<file path="src/rtl/ring_pkg.sv">
package ring_pkg;

  localparam int NUM_Q   = 4;
  localparam int QSEL_W  = 2;
  localparam int FIELD_W = 3;
  localparam int REG_AW  = QSEL_W + FIELD_W;

  // Queues whose hardware pointer is the producer (write) side.
  localparam logic [NUM_Q-1:0] HW_PRODUCER_MAP = 4'b1010;

  localparam int DESC_SHIFT  = 5;
  localparam int DEPTH_SHIFT = 3;

  // Bit positions inside the per-queue enable word.
  localparam int EN_HWPTR = 0;
  localparam int EN_DEPTH = 1;
  localparam int EN_BASE  = 2;

  typedef enum logic [FIELD_W-1:0] {
    F_BASE  = 3'd0,
    F_DEPTH = 3'd1,
    F_SWPTR = 3'd2,
    F_HWPTR = 3'd3,
    F_COUNT = 3'd4,
    F_AE_TH = 3'd5,
    F_AF_TH = 3'd6,
    F_REGEN = 3'd7
  } field_e;

endpackage

</file>
<file path="src/rtl/ring_regdec.sv">
module ring_regdec
  import ring_pkg::*;
(
  input  logic              cpu_we,
  input  logic [REG_AW-1:0] cpu_waddr,
  input  logic [REG_AW-1:0] cpu_raddr,
  output logic [NUM_Q-1:0]  q_we,
  output field_e            wfield,
  output field_e            rfield,
  output logic [QSEL_W-1:0] rsel
);

  assign wfield = field_e'(cpu_waddr[FIELD_W-1:0]);
  assign rfield = field_e'(cpu_raddr[FIELD_W-1:0]);
  assign rsel   = cpu_raddr[REG_AW-1:FIELD_W];

  for (genvar g = 0; g < NUM_Q; g++) begin : g_wsel
    assign q_we[g] = cpu_we && (cpu_waddr[REG_AW-1:FIELD_W] == QSEL_W'(g));
  end

endmodule

</file>
<file path="src/rtl/ring_queue.sv">
module ring_queue
  import ring_pkg::*;
#(
  parameter int IDX_W       = 10,
  parameter int DATA_W      = 32,
  parameter bit HW_PRODUCER = 1'b0
) (
  input  logic              clk,
  input  logic              rst_n,
  input  logic              we,
  input  field_e            wfield,
  input  logic [DATA_W-1:0] wdata,
  input  field_e            rfield,
  input  logic              hw_adv,
  output logic [DATA_W-1:0] rdata,
  output logic              empty,
  output logic              full,
  output logic              alempty,
  output logic              alfull
);

  localparam int DW = IDX_W + 1;
  localparam logic [DW-1:0]    DEPTH_RST = DW'(1) << IDX_W;
  localparam logic [IDX_W-1:0] AF_RST    = '1;

  logic [DATA_W-1:0] base_q;
  logic [DW-1:0]     depth_q;
  logic [IDX_W-1:0]  sw_idx, hw_idx;
  logic [IDX_W-1:0]  wr_idx, rd_idx;
  logic [IDX_W-1:0]  mask, count;
  logic [IDX_W-1:0]  ae_th, af_th;
  logic [IDX_W-1:0]  req_idx, hw_next;
  logic [2:0]        regen_q;
  logic              adv_ok;

  // Ring geometry: depth is a power of two, so depth-1 is the wrap mask.
  assign mask    = IDX_W'(depth_q - DW'(1));
  assign req_idx = wdata[IDX_W+DESC_SHIFT-1:DESC_SHIFT] & mask;
  assign hw_next = (hw_idx + IDX_W'(1)) & mask;

  // Ownership: which pointer the engine steps.
  if (HW_PRODUCER) begin : g_hw_prod
    assign wr_idx = hw_idx;
    assign rd_idx = sw_idx;
    assign adv_ok = hw_adv && !full;
  end else begin : g_hw_cons
    assign wr_idx = sw_idx;
    assign rd_idx = hw_idx;
    assign adv_ok = hw_adv && !empty;
  end

  assign count   = (wr_idx - rd_idx) & mask;
  assign empty   = (count == '0);
  assign full    = (count == mask);
  assign alempty = (count <= ae_th);
  assign alfull  = (count >= af_th);

  // Configuration and software pointer.
  always_ff @(posedge clk) begin
    if (!rst_n) begin
      base_q  <= '0;
      depth_q <= DEPTH_RST;
      sw_idx  <= '0;
      ae_th   <= '0;
      af_th   <= AF_RST;
      regen_q <= '0;
    end else if (we) begin
      case (wfield)
        F_BASE:  if (regen_q[EN_BASE])  base_q  <= wdata;
        F_DEPTH: if (regen_q[EN_DEPTH]) depth_q <= wdata[IDX_W+DEPTH_SHIFT:DEPTH_SHIFT];
        F_SWPTR: sw_idx  <= req_idx;
        F_AE_TH: ae_th   <= wdata[IDX_W-1:0];
        F_AF_TH: af_th   <= wdata[IDX_W-1:0];
        F_REGEN: regen_q <= wdata[2:0];
        default: ;
      endcase
    end
  end

  // Hardware pointer: a gated CPU write takes priority over the strobe.
  always_ff @(posedge clk) begin
    if (!rst_n) begin
      hw_idx <= '0;
    end else if (we && (wfield == F_HWPTR) && regen_q[EN_HWPTR]) begin
      hw_idx <= req_idx;
    end else if (adv_ok) begin
      hw_idx <= hw_next;
    end
  end

  always_comb begin
    case (rfield)
      F_BASE:  rdata = base_q;
      F_DEPTH: rdata = {{(DATA_W-DW-DEPTH_SHIFT){1'b0}}, depth_q, {DEPTH_SHIFT{1'b0}}};
      F_SWPTR: rdata = {{(DATA_W-IDX_W-DESC_SHIFT){1'b0}}, sw_idx, {DESC_SHIFT{1'b0}}};
      F_HWPTR: rdata = {{(DATA_W-IDX_W-DESC_SHIFT){1'b0}}, hw_idx, {DESC_SHIFT{1'b0}}};
      F_COUNT: rdata = {{(DATA_W-IDX_W){1'b0}}, count};
      F_AE_TH: rdata = {{(DATA_W-IDX_W){1'b0}}, ae_th};
      F_AF_TH: rdata = {{(DATA_W-IDX_W){1'b0}}, af_th};
      F_REGEN: rdata = {{(DATA_W-3){1'b0}}, regen_q};
      default: rdata = '0;
    endcase
  end

endmodule

</file>
<file path="src/rtl/desc_ring_mgr.sv">
module desc_ring_mgr
  import ring_pkg::*;
#(
  parameter int IDX_W  = 10,
  parameter int DATA_W = 32
) (
  input  logic              clk,
  input  logic              rst_n,
  input  logic              cpu_we,
  input  logic [REG_AW-1:0] cpu_waddr,
  input  logic [DATA_W-1:0] cpu_wdata,
  input  logic [REG_AW-1:0] cpu_raddr,
  output logic [DATA_W-1:0] cpu_rdata,
  input  logic [NUM_Q-1:0]  hw_adv,
  output logic [NUM_Q-1:0]  q_empty,
  output logic [NUM_Q-1:0]  q_full,
  output logic [NUM_Q-1:0]  q_alempty,
  output logic [NUM_Q-1:0]  q_alfull
);

  logic [NUM_Q-1:0]  q_we;
  field_e            wfield, rfield;
  logic [QSEL_W-1:0] rsel;
  logic [DATA_W-1:0] q_rdata [NUM_Q];

  ring_regdec u_dec (
    .cpu_we    (cpu_we),
    .cpu_waddr (cpu_waddr),
    .cpu_raddr (cpu_raddr),
    .q_we      (q_we),
    .wfield    (wfield),
    .rfield    (rfield),
    .rsel      (rsel)
  );

  for (genvar g = 0; g < NUM_Q; g++) begin : g_q
    ring_queue #(
      .IDX_W       (IDX_W),
      .DATA_W      (DATA_W),
      .HW_PRODUCER (HW_PRODUCER_MAP[g])
    ) u_queue (
      .clk     (clk),
      .rst_n   (rst_n),
      .we      (q_we[g]),
      .wfield  (wfield),
      .wdata   (cpu_wdata),
      .rfield  (rfield),
      .hw_adv  (hw_adv[g]),
      .rdata   (q_rdata[g]),
      .empty   (q_empty[g]),
      .full    (q_full[g]),
      .alempty (q_alempty[g]),
      .alfull  (q_alfull[g])
    );
  end

  assign cpu_rdata = q_rdata[rsel];

endmodule

</file>
<file path="config.mk">
export PLATFORM = sky130hd
export DESIGN_NAME = desc_ring_mgr
export DESIGN_NICKNAME = d
export VERILOG_FILES = /design/src/rtl/ring_pkg.sv /design/src/rtl/ring_regdec.sv /design/src/rtl/ring_queue.sv /design/src/rtl/desc_ring_mgr.sv
export SDC_FILE = /design/constraint.sdc
export NUM_CORES = 1
export LEC_CHECK = 0
export BUFFER_PORTS_ARGS = -buffer_cell sky130_fd_sc_hd__buf_2
export CAP_MARGIN = 20
export CORE_MARGIN = 10
export CORE_UTILIZATION = 35
export CTS_CLUSTER_DIAMETER = 150
export DETAILED_ROUTE_END_ITERATION = 6
export GPL_TIMING_DRIVEN = 0
export PLACE_DENSITY = 0.47
export SLEW_MARGIN = 20
export SYNTH_ARGS = -nofsm -noshare
export SYNTH_HDL_FRONTEND = slang
export SYNTH_HIERARCHICAL = 1
export SYNTH_SLANG_ARGS = --single-unit
</file>
<file path="constraint.sdc">
create_clock -name clk -period 11.7 [get_ports clk]
set_clock_uncertainty 0.15 [all_clocks]
set_input_delay 2.34 -clock clk [delete_from_list [all_inputs] [get_ports clk]]
set_output_delay 2.34 -clock clk [all_outputs]
set_load 0.01 [all_outputs]
</file>
==> summary.txt <==
Synthesis
  • Post-synthesis sequential area ratio: 30.2%
  • Syn_area_per_cell: ~8 um^2
  • Yosys warns: 6
  • Synth area leaders: dfxtp_1 30%, nand2_1 9.0%, ha_1 6.4%
  • Cell taking the most area after synthesis: dfxtp_1
  • Synth cell types: around 110
  • Synth Instances: approximately 2800
  • Post-synth ARST share: 0%
  • Register bit count reported by yosys: around 340
  • Mapped Nets: approximately 3000
  • Number of synthesized flops with an enable pin: 0
  • Area share of the largest cell type after synthesis: 30.2%
  • Cell Area, Synth: 22800 um^2
  • Synth Flop Type: dfxtp_1

Setup path
  • Worst EP required: between 9000 and 10000 ps
  • CP arrival: 6120 ps
  • Startpoint types: input port
  • Peak fanout along the critical path: 11
  • CP endpoint kind: output pin
  • CP Class: in -> out

Timing
  • Worst Tran Pin Value: about 1100 ps
  • Min Tclk post-route: ~8600 ps
  • Slew margin rel.: between 20% and 30%
  • Setup violators final: 0
  • Final Max Slew Viols: 0
  • Max Freq: 0.116 GHz
  • Setup TNS: 0 ps
  • Final hold vios: 0
  • Period utilisation layout: 73.6%
  • RSZ-0062 raised after global routing: no

Clock tree
  • Clock transition at path regs: approximately 60 ps
  • Clock sink total: roughly 340
  • Setup Fix Bufs, Post-CTS: 0
  • Post_cts resized: 0
  • Htree depth: 2
  • Clock buffer depth: 3
  • TritonCTS Buffers: 44
  • CTS Root Cell: clkbuf_16
  • CTS tree: yes
  • Clk Latency, worst-skew pair: between 500 and 600 ps
  • Hold_buf cts: 0

Die
  • Row count: between 90 and 100
  • I/O Pins: a little under 100
  • Starting Density: 35.4%
  • Die W: ~280 um
  • Die area: ~76000 um^2
  • Core outline area: about 65000 um^2
  • Die H: 275 um

Detailed routing
  • Drt total wl: approximately 95000 um
  • DR pass1 iterations: 5
  • Vias: approximately 22000
  • Antenna Nets Post-Route: 0
  • DRT iter0 DRCs: roughly 2100
  • Routed WL per cell: between 20 and 25 um
  • DRC violations left: 0
  • Drt via density: 5.77

GRT
  • Total congestion overflow: 0
  • Antenna violations before repair: 3
  • First-pass GRT wire length: between 100000 and 150000 um
  • GRT Overall Usage: 24.3%
  • Largest net degree at the start of global routing: 26
  • Vias in the first global route: approximately 21000

Power and ir drop
  • Sw Ratio: 30.3%
  • Internal: ~2.1 mW
  • Leakage: approximately 10 nW
  • PD cells: approximately 120 nW/um^2
  • Clock share of power: a little over two fifths
  • Part of the power in combinational logic: 17.3%
  • Max IR drop VDD: 101 uV
  • Sequential power share: roughly two fifths
  • Sw power: a little over 0.9 mW

Finish
  • ANT cells: 0
  • Ratio of cells with drive above 1 in the final layout: 9.76%
  • Nets: about 3100
  • Area growth syn-to-layout: 12.8%
  • Cell Count, Final, Fillers Out: about 3900

Worst hold path
  • Min-delay worst type: reg -> reg

Placed design
  • Post-DP HPWL: 70200 um
  • Placer Congestion: ~0.9
  • PortBufs: 88
  • Placed cells: roughly 3800

Flow run
  • Max cap viols: 0

Run status
  • Status: finished, final reports clean
-- cells by family (layout without fill, tap and decap cells) --
family	Yosys count	after routing	synth area share (%)
xor+xnor	81	81	3.14
compound gates	631	631	18.5
mux	177	177	11.2
fa+ha+maj	125	125	6.93
simple gates	1150	1150	24.0
flops	344	344	30.2
buf+inv	334	504	6.08
-- critical path, stage by stage --
cell and delay, ps:
buf_4 250, clkbuf_1 560, buf_1 670, clkbuf_1 620, a221oi_1 170, a221oi_1 520, a21oi_1 200, mux4_2 570
buf_2 170
-- path summary, 6_finish.rpt --
path,from,to,cells after the start,slack (ps)
max,cpu_raddr[0],cpu_rdata[7],9,3090
max reg2reg,g_q[2].u_queue/hw_idx[0],g_q[2].u_queue/hw_idx[9],11,7560
min,g_q[3].u_queue/base_q[20],g_q[3].u_queue/base_q[20],2,300
min reg2reg,g_q[3].u_queue/base_q[20],g_q[3].u_queue/base_q[20],2,300
-- final cells by class --
class,instances,area [um^2]
fill,6838,38800
clock buffer,68,1310
inverter,162,608
sequential,344,6890
tap,855,1070
buffer,172,779
timing repair buffer,91,463
clock inverter,11,68.8
multi-input combinational,2164,14600
-- cell usage in the layout (no fill, tap or decap), types with 8 or more instances in the layout --
| cell type | netlist | layout |
|---|---|---|
| buf_1 | 12 | 12 |
| xor2_1 | 38 | 38 |
| clkbuf_8 | 0 | 10 |
| nand2_1 | 548 | 548 |
| nand3b_1 | 15 | 15 |
| a211oi_1 | 14 | 14 |
| mux2i_1 | 108 | 108 |
| clkbuf_1 | 135 | 148 |
| ha_1 | 116 | 116 |
| o21a_1 | 14 | 14 |
| nor3b_1 | 13 | 12 |
| a22o_1 | 12 | 12 |
| mux4_2 | 60 | 60 |
| a22oi_1 | 10 | 10 |
| a21oi_1 | 234 | 234 |
| buf_2 | 7 | 95 |
| nor3_1 | 39 | 36 |
| nand3_1 | 78 | 78 |
| clkbuf_16 | 0 | 45 |
| nand2b_1 | 21 | 21 |
| a31oi_1 | 13 | 13 |
| a21o_1 | 15 | 15 |
| o221ai_1 | 13 | 13 |
| or3_1 | 10 | 10 |
| and4_1 | 8 | 8 |
| o211ai_1 | 51 | 51 |
| buf_4 | 8 | 11 |
| dfxtp_1 | 344 | 344 |
| o2111ai_1 | 16 | 16 |
| inv_1 | 158 | 158 |
| nor2b_1 | 67 | 67 |
| and2_1 | 57 | 57 |
| and3_1 | 63 | 63 |
| a221oi_1 | 14 | 14 |
| nand4_1 | 25 | 25 |
| o21ai_0 | 75 | 75 |
| o22ai_1 | 10 | 10 |
| a21boi_0 | 51 | 51 |
| xnor2_1 | 42 | 42 |
| nor2_1 | 159 | 159 |
-- registers in the layout, indices dropped and copies added, names as in the netlist --
name / cells
g_q.u_queue/base_q: 128
g_q.u_queue/depth_q: 44
g_q.u_queue/ae_th: 40
g_q.u_queue/af_th: 40
g_q.u_queue/hw_idx: 40
g_q.u_queue/sw_idx: 20
g_q.u_queue/rd_idx: 20
g_q.u_queue/regen_q: 12
-- Yosys cell counts (39+ instances only) --
master and n:
ha_1 116, and2_1 57, mux4_2 60, nor2b_1 67, mux2i_1 108, nor3_1 39, clkbuf_1 135, nor2_1 159
nand2_1 548, o21ai_0 75, and3_1 63, o211ai_1 51, nand3_1 78, dfxtp_1 344, xnor2_1 42, a21boi_0 51
a21oi_1 234, inv_1 158
-- power by group through the flow --
stage | clock, mW | sequential, mW | combinational, mW
final | 1.34 | 1.19 | 0.530
after global routing | 1.41 | 1.19 | 0.571
after CTS | 1.36 | 1.19 | 0.524
after global placement | 0 | 1.22 | 0.515
after floorplan | 0 | 1.21 | 0.320
after detailed placement | 0 | 1.22 | 0.520
-- per-layer routing --
metal	GRT usage (%)	part of all wire [%]	wire length [um]
met2	39.7	46	43800
met3	3.50	6.9	6510
met1	33.0	45	42200
met5	0	0.0095	9
met4	6.36	2.3	2210
-- per-stage QoR --
| step | hold WS (ps) | setup WS [ps] | utilization, % | power (mW) | instance area (um^2) |
|---|---|---|---|---|---|
| 3_3_place_gp | 287 | 3230 | 37.7 | 1.73 | 24300 |
| 4_1_cts | 300 | 3210 | 39.9 | 3.08 | 25800 |
| 5_1_grt | 316 | 3070 | 39.9 | 3.17 | 25800 |
| 3_5_place_dp | 293 | 3220 | 37.8 | 1.74 | 24400 |
| 6_report | 298 | 3090 | 39.9 | 3.06 | 25800 |
| 2_1_floorplan | 282 | 4640 | - | 1.53 | 22800 |
Power figures use the tool's default switching activity.
